## src/rtl/alu8_pkg.sv

```systemverilog
package alu8_pkg;

    localparam int FLAG_COUNT = 4;

    typedef enum logic [3:0] {
        OP_ADC  = 4'd0,
        OP_SBC  = 4'd1,
        OP_OR   = 4'd2,
        OP_AND  = 4'd3,
        OP_XOR  = 4'd4,
        OP_SHL  = 4'd5,
        OP_SHR  = 4'd6,
        OP_ROL  = 4'd7,
        OP_ROR  = 4'd8,
        OP_INC  = 4'd9,
        OP_DEC  = 4'd10,
        OP_CMP  = 4'd11,
        OP_BIT  = 4'd12,
        OP_PASS = 4'd13
    } alu_op_e;

    typedef struct packed {
        logic n;
        logic v;
        logic z;
        logic c;
    } flag_t;

    localparam flag_t WE_NVZC = 4'b1111;
    localparam flag_t WE_NVZ  = 4'b1110;
    localparam flag_t WE_NZC  = 4'b1011;
    localparam flag_t WE_NZ   = 4'b1010;
    localparam flag_t WE_C    = 4'b0001;
    localparam flag_t WE_NONE = 4'b0000;

    function automatic flag_t flag_enable(input alu_op_e op, input logic bcd);
        flag_t we;
        case (op)
            OP_ADC, OP_SBC:                 we = bcd ? WE_C : WE_NVZC;
            OP_OR, OP_AND, OP_XOR,
            OP_INC, OP_DEC, OP_PASS:        we = WE_NZ;
            OP_SHL, OP_SHR, OP_ROL, OP_ROR,
            OP_CMP:                         we = WE_NZC;
            OP_BIT:                         we = WE_NVZ;
            default:                        we = WE_NONE;
        endcase
        return we;
    endfunction

endpackage

```

## src/rtl/alu8_addsub.sv

```systemverilog
module alu8_addsub #(
    parameter int DW = 8
) (
    input  logic [DW-1:0] a,
    input  logic [DW-1:0] b,
    input  logic          cin,
    input  logic          sub,
    input  logic          bcd,
    output logic [DW-1:0] res,
    output logic          cout,
    output logic          ovf
);
    localparam int NIB = DW / 4;

    // binary path: subtract is A + ~B + Cin
    logic [DW-1:0] b_eff;
    logic [DW:0]   bin_sum;
    logic          bin_ovf;

    assign b_eff   = sub ? ~b : b;
    assign bin_sum = {1'b0, a} + {1'b0, b_eff} + {{DW{1'b0}}, cin};
    assign bin_ovf = (a[DW-1] == b_eff[DW-1]) && (bin_sum[DW-1] != a[DW-1]);

    // decimal path: digit chain, dchain carries "carry" for add, "no borrow" for sub
    logic [NIB:0]  dchain;
    logic [DW-1:0] dec_res;

    assign dchain[0] = cin;

    for (genvar g = 0; g < NIB; g++) begin : g_digit
        logic [3:0] da, db;
        logic [5:0] s_raw, s_fix;
        logic [4:0] d_raw;
        logic [3:0] d_fix;

        assign da    = a[4*g +: 4];
        assign db    = b[4*g +: 4];
        assign s_raw = {2'b00, da} + {2'b00, db} + {5'b0, dchain[g]};
        assign s_fix = (s_raw > 6'd9) ? s_raw + 6'd6 : s_raw;
        assign d_raw = {1'b0, da} - {1'b0, db} - {4'b0, ~dchain[g]};
        assign d_fix = d_raw[4] ? d_raw[3:0] - 4'd6 : d_raw[3:0];

        assign dec_res[4*g +: 4] = sub ? d_fix : s_fix[3:0];
        assign dchain[g+1]       = sub ? ~d_raw[4] : (s_fix > 6'd15);
    end

    assign res  = bcd ? dec_res : bin_sum[DW-1:0];
    assign cout = bcd ? dchain[NIB] : bin_sum[DW];
    assign ovf  = bcd ? 1'b0 : bin_ovf;

    always_comb begin
        if (!bcd && !sub) begin

            adc_sum_chk: assert ({cout, res} == ({1'b0, a} + {1'b0, b} + {{DW{1'b0}}, cin}));
        end
        if (!bcd && sub) begin

            sbc_no_borrow_chk: assert (cout == ({1'b0, a} >= ({1'b0, b} + {{DW{1'b0}}, ~cin})));
        end
    end

endmodule

```

## src/rtl/alu8_shiftlogic.sv

```systemverilog
module alu8_shiftlogic
    import alu8_pkg::*;
#(
    parameter int DW = 8
) (
    input  logic [DW-1:0] a,
    input  logic [DW-1:0] b,
    input  logic          cin,
    input  alu_op_e       op,
    output logic [DW-1:0] res,
    output logic          cout
);
    always_comb begin
        res  = a;
        cout = 1'b0;
        case (op)
            OP_OR:   res = a | b;
            OP_AND:  res = a & b;
            OP_XOR:  res = a ^ b;
            OP_PASS: res = b;
            OP_INC:  res = a + {{(DW-1){1'b0}}, 1'b1};
            OP_DEC:  res = a - {{(DW-1){1'b0}}, 1'b1};
            OP_SHL:  begin res = {a[DW-2:0], 1'b0}; cout = a[DW-1]; end
            OP_SHR:  begin res = {1'b0, a[DW-1:1]}; cout = a[0];    end
            OP_ROL:  begin res = {a[DW-2:0], cin};  cout = a[DW-1]; end
            OP_ROR:  begin res = {cin, a[DW-1:1]};  cout = a[0];    end
            default: begin res = a; cout = 1'b0; end
        endcase
    end

endmodule

```

## src/rtl/alu8.sv

```systemverilog
module alu8
    import alu8_pkg::*;
#(
    parameter int DW = 8
) (
    input  logic [DW-1:0] opa,
    input  logic [DW-1:0] opb,
    input  logic          carry_in,
    input  logic          bcd_en,
    input  logic [3:0]    op_sel,
    output logic [DW-1:0] result,
    output logic          flag_n,
    output logic          flag_v,
    output logic          flag_z,
    output logic          flag_c,
    output logic [3:0]    flag_we
);
    alu_op_e op;
    logic    use_sub, use_bcd, use_cin;

    assign op      = alu_op_e'(op_sel);
    assign use_sub = (op == OP_SBC) || (op == OP_CMP);
    assign use_bcd = bcd_en && ((op == OP_ADC) || (op == OP_SBC));
    assign use_cin = (op == OP_CMP) ? 1'b1 : carry_in;

    logic [DW-1:0] as_res, sl_res;
    logic          as_cout, as_ovf, sl_cout;

    alu8_addsub #(.DW(DW)) i_addsub (
        .a    (opa),
        .b    (opb),
        .cin  (use_cin),
        .sub  (use_sub),
        .bcd  (use_bcd),
        .res  (as_res),
        .cout (as_cout),
        .ovf  (as_ovf)
    );

    alu8_shiftlogic #(.DW(DW)) i_shiftlogic (
        .a    (opa),
        .b    (opb),
        .cin  (carry_in),
        .op   (op),
        .res  (sl_res),
        .cout (sl_cout)
    );

    flag_t         raw, we;
    logic [DW-1:0] res_mux, nz_src;

    always_comb begin
        raw     = '0;
        res_mux = sl_res;
        nz_src  = sl_res;
        case (op)
            OP_ADC, OP_SBC: begin
                res_mux = as_res;
                nz_src  = as_res;
                raw.c   = as_cout;
                raw.v   = as_ovf;
            end
            OP_CMP: begin
                res_mux = opa;
                nz_src  = as_res;
                raw.c   = as_cout;
            end
            OP_BIT: begin
                res_mux = opa;
                nz_src  = opa;
                raw.v   = opb[DW-2];
            end
            default: raw.c = sl_cout;
        endcase
        raw.n = (op == OP_BIT) ? opb[DW-1] : nz_src[DW-1];
        raw.z = (op == OP_BIT) ? ((opa & opb) == '0) : (nz_src == '0);
        we    = flag_enable(op, bcd_en);
    end

    assign result  = res_mux;
    assign flag_we = we;
    assign flag_n  = raw.n & we.n;
    assign flag_v  = raw.v & we.v;
    assign flag_z  = raw.z & we.z;
    assign flag_c  = raw.c & we.c;

    always_comb begin
        if (op == OP_CMP) begin

            cmp_carry_chk: assert (flag_c == (opa >= opb));
        end
        if (op == OP_BIT) begin

            bit_keeps_a_chk: assert (result == opa);
        end
        if (flag_we[1] && op != OP_CMP && op != OP_BIT) begin

            zero_flag_chk: assert (flag_z == (result == '0));
        end
    end

endmodule

```

## config.mk

```make
export PLATFORM = sky130hd
export DESIGN_NAME = alu8
export DESIGN_NICKNAME = d
export VERILOG_FILES = /design/src/rtl/alu8_pkg.sv /design/src/rtl/alu8_addsub.sv /design/src/rtl/alu8_shiftlogic.sv /design/src/rtl/alu8.sv
export SDC_FILE = /design/constraint.sdc
export NUM_CORES = 1
export LEC_CHECK = 0
export BUFFER_PORTS_ARGS = -buffer_cell sky130_fd_sc_hd__clkbuf_2
export CAP_MARGIN = 20
export CORE_UTILIZATION = 40
export DETAILED_ROUTE_END_ITERATION = 8
export PLACE_DENSITY = 0.59
export SKIP_LAST_GASP = 1
export SYNTH_ARGS = -nofsm -noshare
export SYNTH_HDL_FRONTEND = slang
export SYNTH_SLANG_ARGS = --single-unit
```

## constraint.sdc

```tcl
create_clock -name vclk -period 14.3
set_clock_uncertainty 0.15 [all_clocks]
set_input_delay 4.29 -clock vclk [all_inputs]
set_output_delay 4.29 -clock vclk [all_outputs]
set_load 0.01 [all_outputs]
```

Word level (Yosys, flattened, before mapping):

Index checks and enable logic that the tools add are counted.

* register bits: 0
* input port bits: 22
* output and inout bits: 16
* word-level logic and storage cells: 84

* add/sub/neg operators: 16
* $lt $le $gt $ge: 4
* equal/unequal tests: 15
* mux-type cells: 23
* bitwise operators: 12
* reduce and logical (&&, ||, !) cells: 14

Operators with widths (number)
* 8-bit one-hot mux with 10 select lines: 1
* 8-bit one-hot mux with 2 select lines: 2
* 4-bit equality test, second input constant: 6
* 6-bit by 4-bit greater-than comparator with 1-bit output, second input constant: 4
* 4-bit two-way mux: 5
* 4-bit by 3-bit equality test with 1-bit output, second input constant: 4
* 8-bit logical NOT: 2
* 8-bit two-way mux: 2
* 4-bit one-hot mux with 4 select lines: 1
* 6-bit by 1-bit adder with 6-bit output: 2
* 6-bit by 3-bit adder with 6-bit output, second input constant: 2
* 6-bit two-way mux: 2
* 4-bit by 4-bit adder with 5-bit output: 2
* 4-bit by 4-bit subtractor with 5-bit output: 2
* 5-bit by 1-bit subtractor with 5-bit output: 2
* 8-bit by 8-bit adder with 9-bit output: 1
* 9-bit by 1-bit adder with 9-bit output: 1
* 8-bit by 1-bit adder with 8-bit output, second input constant: 1
* 8-bit AND: 1
* 4-bit by 2-bit equality test with 1-bit output, second input constant: 2
* 8-bit NOT: 1
* 8-bit OR: 1
* 2-bit OR reduction: 4
* 4-bit by 3-bit subtractor with 4-bit output, second input constant: 2
* 15 further kinds: 31

Depth between registers and ports, before layout:

* word-level depth: 17
* gate-level depth with buffers: 30
* depth with buffers taken out: 26

Cells and area by module:

A second synthesis with hierarchy kept.

* cell total of the unflattened synthesis: 474
* area total of the unflattened synthesis: 3524.6 sq um

By module, submodules not included
* alu8_addsub: times used 1, cells an instance 222, area each 1734.2 sq um, sequential area each 0.0 sq um
* alu8_shiftlogic: times used 1, cells an instance 187, area each 1280.0 sq um, sequential area each 0.0 sq um
* alu8: times used 1, cells an instance 65, area each 510.5 sq um, sequential area each 0.0 sq um

Least setup slack after synthesis:

Ideal clock, no wire load.

* path type: input -> output
* from: in op_sel[0]
* to: out flag_z
* data arrival time: 9795 ps
* data required time: 9860 ps
* setup slack: 65 ps
* cell stages on the path: 30
* path buffers: 5
* cell sequence: buf_4 > buf_2 > buf_2 > buf_1 > a31o_2 > ha_1 > ha_1 > clkbuf_1 > nor2_1 > nand2b_1 > ha_1 > inv_1 > nor3_1 > a21oi_1 > o2bb2ai_1 > nand2_1 > a32oi_1 > fa_1 > inv_1 > ha_1 > nor2_1 > fa_1 > nand2b_1 > a21oi_1 > xnor2_1 > xnor2_1 > a22oi_1 > o31a_1 > or4_1 > o31ai_1

* cells in the longest elaborated chain, start to end: 17
* elaborated cells on any way between the ends: 53
* those cells by class: add/sub: 10; order compare: 3; eq/ne: 13; mux: 14; bitwise: 4; reduce/logical: 9

RTL lines
* start: declaration: RTL line alu8.sv:10 `input logic [3:0] op_sel,`
* branches (longest 16 deep; another with 6-bit by 1-bit adder with 6-bit output)
* 1-bit AND *: RTL line alu8.sv:84 `assign flag_z = raw.z & we.z;`
* end: declaration: RTL line alu8.sv:14 `output logic flag_z,`

Mark *: on every way between the ends.

Final worst setup path:

* from: in opa[0]
* to: out flag_z

* cells in the longest elaborated chain, start to end: 16
* elaborated cells on any way between the ends: 36
* those cells by class: add/sub: 14; order compare: 3; mux: 11; bitwise: 6; reduce/logical: 2

RTL lines
* start: declaration: RTL line alu8.sv:6 `input logic [DW-1:0] opa,`
* branches (longest 14 deep; another with 6-bit by 1-bit adder with 6-bit output)
* 1-bit two-way mux *: RTL line alu8.sv:76 `raw.z = (op == OP_BIT) ? ((opa & opb) == '0) : (nz_src == '0);`
* 1-bit AND *: RTL line alu8.sv:84

Marked as above.

==> summary.md <==
| Metric | Value |
|---|---|
| Area leader, netlist | ha_1 |
| FP Rows | 34 |
| Min-delay src | opb[6] |
| Psw | 134.9 uW |
| WHS Endpoint | flag_v |
| Gate Count Post-Synth | 518 |
| XOR/XNOR share of the synthesized area | 9.727% |
| DR vias | 4138 |
| Int Power | 95.57 uW |
| DRT iter0 DRCs | 280 |
| Slew margin rel. | 38.45% |
| Run status | finished clean |
| Die X | 98.40 um |
| Seq. cell area | 0 sq um |
| Mean post-synth cell area | 7.176 sq um |
| Global-route wire length before repair | 19910 um |
| Post-layout util | 45.73% |
| Synth Area in Simple Gates | 23.86% |
| Post-Syn Area | 3717 sq um |
| Vias in the first global route | 3924 |
| Crit end category | primary output |
| DRC violations left | 0 |
| Worst-Margin Slew | 0.8999 ns |
| Fin crit share | 98.00% |
| Initial core utilization | 42.01% |
| Synth area leaders | ha_1 16%, xnor2_1 6.6%, a21oi_1 5.7% |
| Power Density | 56.96 nW/um^2 |
| Synth top area share | 16.16% |
| Fmax | 0.07136 GHz |
| Post-synthesis adder-cell area fraction | 21.00% |
| Leakage | 0.001695 uW |
| CLK BUF | 0 |
| Main combinational cell family by area after synthesis | compound AO/OA/AOI/OAI gates |
| Post-DR vias/cell | 6.376 |
| Worst Path Required | 9.86 ns |
| WHS Path Cells | 4 |
| Met1 Use GR | 35.45% |
| HP Class | input port to primary output |
| GRT Overall Usage | 25.14% |
| Core area | 8848 sq um |
| Max-cap violations | 0 |
| Top-count cell post-synth | ha_1 |
| Nets@finish | 622 |
| Initial antenna violation count | 0 |
| Met2 Track Usage GR | 43.01% |
| Post-route ant nets | 0 |
| Grt ovf | 0 |
| Crit-path max FO | 5 |
| Clock share of power | 0% |
| Synthesized Nets | 597 |
| Largest net degree at the start of global routing | 54 |
| 1st-pass router iterations | 7 |
| Synth cell count leaders | 48 x ha_1, 42 x a21oi_1, 35 x nor2_1 |
| Die height | 98.40 um |
| Switching Fraction | 58.53% |
| IO Port Bufs | 38 |
| Seq pwr share | 0% |
| Layout cells sized above 1 | 14.60% |
| DR WL/cell | 19.03 um |
| Multiplexer share of the synthesized area | 2.827% |
| Flip-flop and latch count | 0 |
| P&R area growth vs syn | 8.852% |
| Ports | 38 |
| Max-slew violations | 0 |
| Synth warnings | 0 |
| Pwr Total | 230.5 uW |
| Final hold viol count | 0 |
| Overall routed net length | 12350 um |
| CP Class | input port to primary output |
| Post-synthesis sequential area ratio | 0% |
| Post-DP HPWL | 9790 um |
| Final min period | 14.01 ns |
| Setup crit start kind | input port |
| Hold Buf Count CTS | 0 |
| Die area | 9683 sq um |
| Logic pwr share | 100.0% |
| Final setup viols | 0 |
| ANT cells | 0 |
| RD Place Congestion | 0.9359 |
| Grt met3 use | 0.5727% |
| Netlist cell types | 75 |
| Compound-Gate Fraction of Synth Area | 34.40% |
| Worst VDD drop | 23.51 uV |
| Grt peak-use layer | met2 |
| Worst EP arrival | 9.57 ns |
logic make-up after synthesis:
kind of cell / Yosys count
mux: 9
compound gates: 180
simple gates: 169
xor+xnor: 37
buf+inv: 66
fa+ha+maj: 57
worst max path at each step:
stage,cells past startpoint,from,slack (ns),to
3_3_place_gp,24,opa[2],0.14,flag_z
3_5_place_dp,25,opa[2],0.10,flag_z
2_1_floorplan,30,op_sel[0],0.06,flag_z
5_1_grt,27,opa[0],-0.004,flag_z
4_1_cts,25,opa[2],0.09,flag_z
6_report,27,opa[0],0.29,flag_z
critical path, stage by stage:
cell       delay (ns)
clkbuf_2         0.15
ha_4             0.21
fa_1             0.46
ha_2             0.22
nor2_1           0.14
nand2b_1         0.13
ha_1             0.20
inv_1            0.09
nor3_2           0.20
a21oi_1          0.06
o2bb2ai_1        0.15
nand2_1          0.10
a32oi_2          0.26
fa_1             0.48
inv_1            0.08
ha_1             0.15
nor2_1           0.06
fa_1             0.40
nand2b_1         0.10
a21oi_1          0.08
xnor2_1          0.23
xnor2_1          0.15
a22oi_1          0.10
o31a_1           0.14
or4_1            0.55
o31ai_2          0.22
buf_2            0.18
power groups by stage:
stage	clock [uW]	sequential [uW]	combinational, uW
global placement	0	0	222
CTS	0	0	225
global route	0	0	253
floorplan	0	0	165
finish	0	0	230
detailed placement	0	0	223
per-layer routing:
| metal | vias up | wire [um] |
|---|---|---|
| met4 | 0 | 236 |
| met2 | 162 | 5767 |
| met5 | - | 0 |
| met1 | 1972 | 5753 |
| li1 | 1990 | - |
| met3 | 14 | 591 |
through the flow:
step           std cells  setup TNS, ns  hold WS, ns  worst slack, ns  cell area [sq um]
5_1_grt              649      -0.004270        8.839        -0.004270               4046
3_5_place_dp         649              0        8.793           0.1013               3990
4_1_cts              649              0        8.795          0.08714               3990
3_3_place_gp         649              0        8.786           0.1411               3990
2_1_floorplan        518              0        8.553          0.06469               3717
6_report             649              0        8.791           0.2864               4046
cells in the final DEF, fill, tap and decap left out, types with 4 or more instances in the layout:
cell | Yosys | routed
ha_1 | 48 | 45
a21oi_1 | 42 | 41
clkbuf_2 | 0 | 37
nor2_1 | 35 | 34
inv_1 | 34 | 33
nand2_1 | 30 | 30
xnor2_1 | 28 | 28
o21ai_0 | 29 | 28
nor3_1 | 20 | 18
nand3_1 | 17 | 17
buf_4 | 8 | 16
nand2b_1 | 11 | 11
nor3b_1 | 9 | 9
o211ai_1 | 9 | 9
fa_1 | 9 | 9
o21a_1 | 8 | 8
and2_1 | 7 | 7
nor2b_1 | 7 | 7
and3_1 | 7 | 7
a21o_1 | 7 | 7
xor2_1 | 7 | 7
mux2i_1 | 6 | 6
a211oi_1 | 6 | 6
a221oi_1 | 6 | 6
or3_1 | 6 | 6
nor4_1 | 5 | 5
a221o_1 | 5 | 5
a22oi_1 | 5 | 5
nand3b_1 | 5 | 5
o31ai_1 | 5 | 4
a211o_1 | 4 | 4
a31oi_1 | 4 | 4
o221ai_1 | 4 | 4
o22ai_1 | 4 | 4
o21bai_1 | 4 | 4
final cells by class:
class                      instances  area (sq um)
inverter                          35         131.4
multi-input combinational        452          3470
fill                             929          4802
tap                              108         135.1
timing repair buffer              54         310.3
repair_timing:
action,CTS,global route
resized for setup,0,14
buffers inserted,0,0
setup endpoints to repair,0,2
Power figures use the tool's default switching activity.
